## config.mk

```make
export PLATFORM = sky130hd
export DESIGN_NAME = pi_periodic_irq
export DESIGN_NICKNAME = d
export VERILOG_FILES = /design/src/rtl/pi_pkg.sv /design/src/rtl/pi_evt_delay.sv /design/src/rtl/pi_pulse_gen.sv /design/src/rtl/pi_level_latch.sv /design/src/rtl/pi_pin_route.sv /design/src/rtl/pi_periodic_irq.sv
export SDC_FILE = /design/constraint.sdc
export NUM_CORES = 1
export LEC_CHECK = 0
export ABC_AREA = 1
export BUFFER_PORTS_ARGS = -buffer_cell sky130_fd_sc_hd__buf_2
export CAP_MARGIN = 40
export CORE_AREA = 2 2 39 41
export DETAILED_ROUTE_END_ITERATION = 6
export DIE_AREA = 0 0 41 43
export PLACE_DENSITY = 0.71
export SYNTH_ARGS = -nofsm -noshare
export SYNTH_HDL_FRONTEND = slang
export SYNTH_SLANG_ARGS = --single-unit
```

## constraint.sdc

```tcl
create_clock -name clk -period 2.1 [get_ports clk]
set_clock_uncertainty 0.15 [all_clocks]
set_input_delay 0.105 -clock clk [delete_from_list [all_inputs] [get_ports clk]]
set_output_delay 0.105 -clock clk [all_outputs]
set_load 0.01 [all_outputs]
```

## src/rtl/pi_pkg.sv

```systemverilog
// Shared types for the periodic interrupt generator.
// Assumes the cycle code is the 3-bit field written by the host.
package pi_pkg;

    typedef enum logic [2:0] {
        CYC_OFF   = 3'b000,
        CYC_LOW   = 3'b001,
        CYC_FAST  = 3'b010,
        CYC_SLOW  = 3'b011,
        CYC_SEC   = 3'b100,
        CYC_MIN   = 3'b101,
        CYC_HOUR  = 3'b110,
        CYC_MONTH = 3'b111
    } cyc_e;

    // Level modes are the codes with the top bit set.
    function automatic logic is_level(input cyc_e c);
        return c[2];
    endfunction

endpackage

```

## src/rtl/pi_evt_delay.sv

```systemverilog
// Fixed-length delay line for qualified seconds events.
// Assumes each event is a one-cycle strobe. A flush empties every stage.
module pi_evt_delay #(
    parameter int DEPTH = 3
) (
    input  logic clk,
    input  logic rst_n,
    input  logic flush,
    input  logic evt_in,
    output logic evt_out
);

    logic [DEPTH-1:0] stage_q;

    generate
        if (DEPTH == 1) begin : g_single
            // Purpose: one-stage delay.
            always_ff @(posedge clk) begin
                if (!rst_n || flush) stage_q <= '0;
                else                 stage_q <= evt_in;
            end
        end else begin : g_chain
            // Purpose: shift the event one stage per clock.
            always_ff @(posedge clk) begin
                if (!rst_n || flush) stage_q <= '0;
                else                 stage_q <= {stage_q[DEPTH-2:0], evt_in};
            end
        end
    endgenerate

    assign evt_out = stage_q[DEPTH-1];

    // a flush leaves no event in flight.
    a_r8_flush_empties: assert property (@(posedge clk) disable iff (!rst_n)
        flush |=> (stage_q == '0));

endmodule

```

## src/rtl/pi_pulse_gen.sv

```systemverilog
// Phase counter behind the square-wave modes.
// Bit 0 toggles on every tick and bit 1 on every second tick.
// Assumes restart has priority over tick.
module pi_pulse_gen #(
    parameter int PHASE_W = 2
) (
    input  logic               clk,
    input  logic               rst_n,
    input  logic               restart,
    input  logic               tick,
    output logic [PHASE_W-1:0] phase
);

    // Purpose: advance the phase on each tick, clear on restart.
    always_ff @(posedge clk) begin
        if (!rst_n || restart) phase <= '0;
        else if (tick)         phase <= phase + 1'b1;
    end

    // without a tick the phase holds.
    a_r3_phase_hold: assert property (@(posedge clk) disable iff (!rst_n)
        (!tick && !restart) |=> $stable(phase));

endmodule

```

## src/rtl/pi_level_latch.sv

```systemverilog
// Latched level interrupt for the boundary-aligned modes.
// Assumes set is the delayed qualified event and clr is the decoded host release.
module pi_level_latch (
    input  logic clk,
    input  logic rst_n,
    input  logic flush,
    input  logic set,
    input  logic clr,
    output logic active
);

    // Purpose: hold the level until released; set wins over release.
    always_ff @(posedge clk) begin
        if (!rst_n || flush) active <= 1'b0;
        else if (set)        active <= 1'b1;
        else if (clr)        active <= 1'b0;
    end

    // an asserted level holds without a release.
    a_r6_level_holds: assert property (@(posedge clk) disable iff (!rst_n)
        (active && !clr && !flush) |=> active);

    // a release without a coincident set drops the level.
    a_r6_release: assert property (@(posedge clk) disable iff (!rst_n)
        (clr && !set && !flush) |=> !active);

endmodule

```

## src/rtl/pi_pin_route.sv

```systemverilog
// Steers the active-low interrupt onto any subset of the output pins.
// Assumes an unrouted pin must read inactive (high).
module pi_pin_route #(
    parameter int NUM_PINS = 2
) (
    input  logic                irq_n,
    input  logic [NUM_PINS-1:0] route,
    output logic [NUM_PINS-1:0] pins_n
);

    generate
        for (genvar i = 0; i < NUM_PINS; i++) begin : g_pin
            // Purpose: pass the interrupt to pin i only when routed.
            assign pins_n[i] = route[i] ? irq_n : 1'b1;
        end
    endgenerate

endmodule

```

## src/rtl/pi_periodic_irq.sv

```systemverilog
// Periodic interrupt generator, top level.
// Holds the cycle and routing registers and decodes the qualifying events.
// Selects the interrupt source by cycle code and drives the status flag.
// Assumes the rollover strobes are valid only alongside sec_stb.
module pi_periodic_irq #(
    parameter int EDGE_DLY = 3,
    parameter int PHASE_W  = 2
) (
    input  logic       clk,
    input  logic       rst_n,
    input  logic       tick_q,
    input  logic       sec_stb,
    input  logic       min_roll,
    input  logic       hour_roll,
    input  logic       month_roll,
    input  logic       cfg_we,
    input  logic [2:0] cfg_cycle,
    input  logic [1:0] cfg_route,
    input  logic       flag_we,
    input  logic       flag_wdata,
    output logic       flag_o,
    output logic       pin_a_n,
    output logic       pin_b_n
);
    import pi_pkg::*;

    localparam int           NUM_PINS    = 2;
    localparam logic [1:0]   ROUTE_RESET = 2'b01;

    cyc_e                cyc_q;
    logic [NUM_PINS-1:0] route_q;
    logic                evt_qual;
    logic                evt_late;
    logic                lvl_clr;
    logic                lvl_active;
    logic [PHASE_W-1:0]  phase;
    logic                irq_n;
    logic [NUM_PINS-1:0] pins_n;

    // Purpose: host-written cycle code and routing field.
    always_ff @(posedge clk) begin
        if (!rst_n) begin
            cyc_q   <= CYC_OFF;
            route_q <= ROUTE_RESET;
        end else if (cfg_we) begin
            cyc_q   <= cyc_e'(cfg_cycle);
            route_q <= cfg_route;
        end
    end

    // Purpose: decide whether this cycle's strobes form a qualifying event.
    always_comb begin
        unique case (cyc_q)
            CYC_SEC:   evt_qual = sec_stb;
            CYC_MIN:   evt_qual = sec_stb && min_roll;
            CYC_HOUR:  evt_qual = sec_stb && hour_roll;
            CYC_MONTH: evt_qual = sec_stb && month_roll;
            default:   evt_qual = 1'b0;
        endcase
    end

    // Purpose: a flag write of 0 releases the level only in level modes.
    assign lvl_clr = flag_we && !flag_wdata && is_level(cyc_q);

    pi_evt_delay #(.DEPTH(EDGE_DLY)) i_delay (
        .clk     (clk),
        .rst_n   (rst_n),
        .flush   (cfg_we),
        .evt_in  (evt_qual),
        .evt_out (evt_late)
    );

    pi_level_latch i_latch (
        .clk    (clk),
        .rst_n  (rst_n),
        .flush  (cfg_we),
        .set    (evt_late),
        .clr    (lvl_clr),
        .active (lvl_active)
    );

    pi_pulse_gen #(.PHASE_W(PHASE_W)) i_pulse (
        .clk     (clk),
        .rst_n   (rst_n),
        .restart (cfg_we),
        .tick    (tick_q),
        .phase   (phase)
    );

    // Purpose: pick the interrupt source for the selected cycle code.
    always_comb begin
        unique case (cyc_q)
            CYC_OFF:  irq_n = 1'b1;
            CYC_LOW:  irq_n = 1'b0;
            CYC_FAST: irq_n = !phase[0];
            CYC_SLOW: irq_n = !phase[1];
            default:  irq_n = !lvl_active;
        endcase
    end

    pi_pin_route #(.NUM_PINS(NUM_PINS)) i_route (
        .irq_n  (irq_n),
        .route  (route_q),
        .pins_n (pins_n)
    );

    assign pin_a_n = pins_n[0];
    assign pin_b_n = pins_n[1];
    assign flag_o  = !irq_n;

    // the first cycle out of reset is idle on both pins.
    a_r1_reset_idle: assert property (@(posedge clk) disable iff (!rst_n)
        $past(!rst_n) |-> (pin_a_n && pin_b_n && !flag_o));

    // the forced-low code reaches a routed pin.
    a_r2_forced_low: assert property (@(posedge clk) disable iff (!rst_n)
        (cyc_q == CYC_LOW && route_q[0]) |-> !pin_a_n);

    // a pulse-mode flag write without a tick leaves the output alone.
    a_r7_flag_ignored: assert property (@(posedge clk) disable iff (!rst_n)
        (!is_level(cyc_q) && flag_we && !tick_q && !cfg_we) |=> $stable(irq_n));

    // right after a cycle write only the forced-low code is active.
    a_r8_cfg_restart: assert property (@(posedge clk) disable iff (!rst_n)
        cfg_we |=> (irq_n || cyc_q == CYC_LOW));

    // an unrouted pin stays high.
    a_r9_unrouted_high: assert property (@(posedge clk) disable iff (!rst_n)
        !route_q[1] |-> pin_b_n);

endmodule

```

# After elaboration in Yosys (flattened, before gate mapping)
# Index checks and enable logic that the tools add are counted.
# Widths: inputs -> output; s select.
[totals]
out_inout_bits = 3
register_bits = 11
inputBits = 15
elab_cells = 33
[op_classes]
n_reduce_logical = 14
n_addsub = 1
mux = 6
eq_ne = 7
[ops]
columns = ["cell", "n"]
rows = [
  ["$eq 3x3->1 const B", 4],
  ["$pmux 1 s4", 2],
  ["$eq 3x2->1 const B", 2],
  ["$logic_not 1->1", 6],
  ["$logic_and 1x1->1", 5],
  ["$mux 1", 4],
  ["$eq 3x1->1 const B", 1],
  ["$logic_not 3->1", 1],
  ["$add 2x1->2 const B", 1],
  ["$reduce_bool 2->1", 1],
  ["$logic_or 1x1->1", 1],
]

# Logic depth before layout (Yosys ltp)
[logic_depth]
word_depth = 5
depth_mapped = 5
ltp_nobuf = 5

# Hierarchy
# Synthesis repeated with hierarchy kept, for this count alone.
[hier_totals]
hier_cells = 78
hier_area_um2 = 521.8
[by_module_without_submodules]
columns = ["module", "cells_each", "area_each_um2", "instances", "seq_area_each_um2"]
rows = [
  ["pi_periodic_irq", 42, 269.0, 1, 100.1],
  ["pi_pulse_gen", 15, 101.3, 1, 40.0],
  ["pi_evt_delay", 11, 92.6, 1, 60.1],
  ["pi_level_latch", 7, 47.5, 1, 20.0],
  ["pi_pin_route", 3, 11.3, 1, 0.0],
]

# Least setup slack after synthesis
# OpenSTA, ideal clock, no wires.
[synth_path]
path_kind = "register -> output"
from = "register i_pulse.phase[0]"
to = "output port pin_a_n"
arrival_time_ns = 0.751
setup_slack_ns = 1.094
required_ns = 1.845
n_path_buf = 0
stages_incl_launch_ff = 6
path_cell_list = "dfxtp_1 -> nand2_1 -> nand2_1 -> nand3_1 -> nand2_2 -> nand2_1"
[synth_between]
elab_chain_len = 3
[synth_rtl]
columns = ["element", "line_no", "text"]
rows = [
  ["from (decl)", "pi_pulse_gen.sv:11", "output logic [PHASE_W-1:0] phase"],
  ["from (signal assigned)", "pi_pulse_gen.sv:17", "else if (tick) phase <= phase + 1'b1;"],
  ["$logic_not 1->1", "pi_periodic_irq.sv:95", "CYC_FAST: irq_n = !phase[0];"],
  ["$pmux 1 s4", "pi_periodic_irq.sv:92", "unique case (cyc_q)"],
  ["$mux 1", "pi_pin_route.sv:14", "assign pins_n[i] = route[i] ? irq_n : 1'b1;"],
  ["to (decl)", "pi_periodic_irq.sv:22", "output logic pin_a_n,"],
]
# No other way between the ends.

==> impl_metrics.tcl <==
set metrics [dict create \
    reg2reg_slack_ns 0.69 \
    syn_avg_cell_area_um2 7.783 \
    holdWs_ns -0.008435 \
    finalMaxSlewViolations 0 \
    violations "hold timing" \
    dieWidth_um 41 \
    cts.sinks 11 \
    die_area_um2 1763 \
    initial_core_util 0.3318 \
    critPathBufInv 4 \
    final_area_um2 730.7 \
    worstReg2RegStart "cyc_q[0]" \
    synth_cells 59 \
    vdd_ir_drop_max_mv 0.3341 \
    cp_common_cell "dlygate4sd3_1" \
    cts-root-buf "clkbuf_4" \
    yosys_register_bits 11 \
    synth_compound_area_frac 0.1826 \
    n_antenna_cell 0 \
    dr.first_iter.drc_count 4 \
    cts_tree "done" \
    final-setup-viol-count 0 \
    drive_above_1_share 0.3191 \
    fmaxAchievable_mhz 514.4 \
    worst_ep_arrival_time_ns 1.96 \
    yosys_warnings 0 \
    globalplace.congestion 0.7338 \
    worstMarginPinSlew_ns 0.1637 \
    synth_mux_area_frac 0 \
    antenna_found_initial 0 \
    grt_max_degree 10 \
    p_per_area_nw_per_um2 608.4 \
    nNetsFinal 110 \
    power.total_w 0.0004445 \
    wl_per_cell_um 9.127 \
    cts_hold_buf 14 \
    overflow 0 \
    die_y_um 43 \
    grt_pass1_wl_um 1511 \
    path_cells "dlygate4sd3_1 -> buf_2 -> nand2_1 -> dlygate4sd3_1 -> nand3_1 -> dlygate4sd3_1" \
    path_depth 6 \
    fin_crit_ns 1.944 \
    synth_top_area_frac 0.4796 \
    period_share 0.9258 \
    cts-resized-gates 0 \
    vias_per_cell 4.318 \
    synthSimpleGateAreaFrac 0.2534 \
    cts_max_level 1 \
    status "finished, violations left" \
    end_kind "flip-flop" \
    tns_ns 0 \
    clk_pin_slew_ns 0.07 \
    worstPathMaxFanout 1 \
    grt.total_usage 0.1370 \
    io_buffers 17 \
    syn_to_final_growth_pct 59.13 \
    cts_buffers 3 \
    postCtsSetupBuffers 0 \
    yosysTopAreaCell "dfxtp_1" \
    synth_cell_type_count 15 \
    crit_family "buffers and inverters" \
    cts_max_path_buffers 2 \
    synthXorXnorAreaFrac 0 \
    cp.required_ns 2.12 \
    syn_nets 74 \
    leakagePower_nw 0.3274 \
    crit_type "in -> reg" \
    synth-adder-area-share 0 \
    coreArea_um2 1384 \
    startpoint "cfg_route[0]" \
    clock_latency_ns 0.27 \
    drc 0 \
    rsz0062_at_grt "no" \
    synth_top_family_by_area "simple AND/OR/NAND/NOR gates" \
    dr.pass1.iters 3 \
    rr_worst_depth 5 \
    dpl-instance-area_um2 564.3 \
    crit_path_end "route_q[0]" \
    synth_area_leaders "dfxtp_1, nand2_1, inv_1" \
    ant_nets 0 \
    grt_pass1_vias 418 \
    pin_count 18 \
    dp_hpwl_um 688.6 \
    hold_viol 3 \
    r2r_end "i_delay.stage_q[0]" \
    slowest_delay_ns 0.55 \
    ys_seq_area_frac 0.4796 \
    route.vias.total 475 \
    syn-cell-area_um2 459.2 \
    maxCapViolations 0 \
    crit_path_start_kind "input pin" \
    slowest_stage "dlygate4sd3_1" \
    wl_um 1004 \
    worst_hold_path_type "in -> reg" \
    num_rows 14 \
    slew_headroom 0.8907 \
]
-- worst register-to-register path, delay by kind of cell, from the launching register on --
kind	cells	cell delay, ns
buffers and inverters	2	0.64
DFF	1	0.33
and+or+nand+nor	2	0.15
AOI/OAI and AO/OA	1	0.05
-- power by group --
part	switching, W	internal (W)
logic	0.0000315	0.0000406
clock network	0.0000748	0.0000737
registers	0.00000693	0.000217
total	0.000113	0.000331
-- worst min-delay path by stage --
stage,startpoint,slack (ns),depth (start not counted),to
floorplan,tick_q,0.04,1,i_pulse.phase[0]
finish,flag_wdata,-0.008,5,i_latch.active
CTS,rst_n,0.00009,3,i_delay.stage_q[1]
detailed placement,cfg_route[0],0.18,3,route_q[0]
global route,rst_n,0.004,3,i_delay.stage_q[1]
global placement,cfg_route[0],0.17,3,route_q[0]
-- stage by stage --
| step | cells | utilization | setup WS (ns) | hold slack [ns] |
|---|---|---|---|---|
| after floorplan | 59 | - | 1.094 | 0.03713 |
| after global placement | 92 | 0.4078 | 1.025 | 0.1703 |
| after detailed placement | 92 | 0.4078 | 1.013 | 0.1757 |
| after CTS | 110 | 0.5280 | 0.1709 | 0.00008557 |
| after global routing | 110 | 0.5280 | 0.1055 | 0.003593 |
| final | 110 | 0.5280 | 0.1558 | -0.008435 |
-- state kept, by name, indices dropped and copies added (netlist names) --
register / flops
cyc_q: 3
route_q: 2
i_latch.active: 1
i_pulse.phase: 2
i_delay.stage_q: 3
-- metal layers --
layer	up-vias	track usage	share of wire
met2	15	0.1813	0.43
li1	257	-	-
met5	-	0	0
met4	0	0.1400	0.051
met3	4	0.04712	0.052
met1	199	0.1558	0.47
-- logic make-up after synthesis --
kind of cell | count (synthesis)
AO/OA/AOI/OAI | 13
AND/OR/NAND/NOR | 25
buffers and inverters | 10
flip-flops | 11
-- Yosys cell counts --
cell and count:
a21oi_2 3, nand2_1 12, nand2_4 1, o21ai_1 2, nand2_2 1, clkinv_2 1
nand3_1 5, o21ai_0 2, dfxtp_1 11, inv_2 1, nor2_1 5, a21oi_1 4
nand3_2 1, o21ai_2 2, inv_1 8
-- cell type report --
type	instances	area, um^2
fillers	139	653.1
repair buffers	31	225.2
flip-flops and latches	11	220.2
multi-input cells	38	200.2
inverters	10	38.79
clock buffers	4	26.28
well taps	16	20.02
-- placed cells by master, fill, tap and decap left out --
cell	count
buf_2	17
dlygate4sd3_1	14
nand2_1	12
dfxtp_1	11
inv_1	8
nand3_1	5
nor2_1	5
a21oi_1	4
a21oi_2	3
clkbuf_4	3
o21ai_1	2
o21ai_0	2
o21ai_2	2
nand2_2	1
inv_2	1
nand2_4	1
clkinv_2	1
nand3_2	1
clkbuf_1	1
Note: power is estimated with default switching activity, not from simulation.
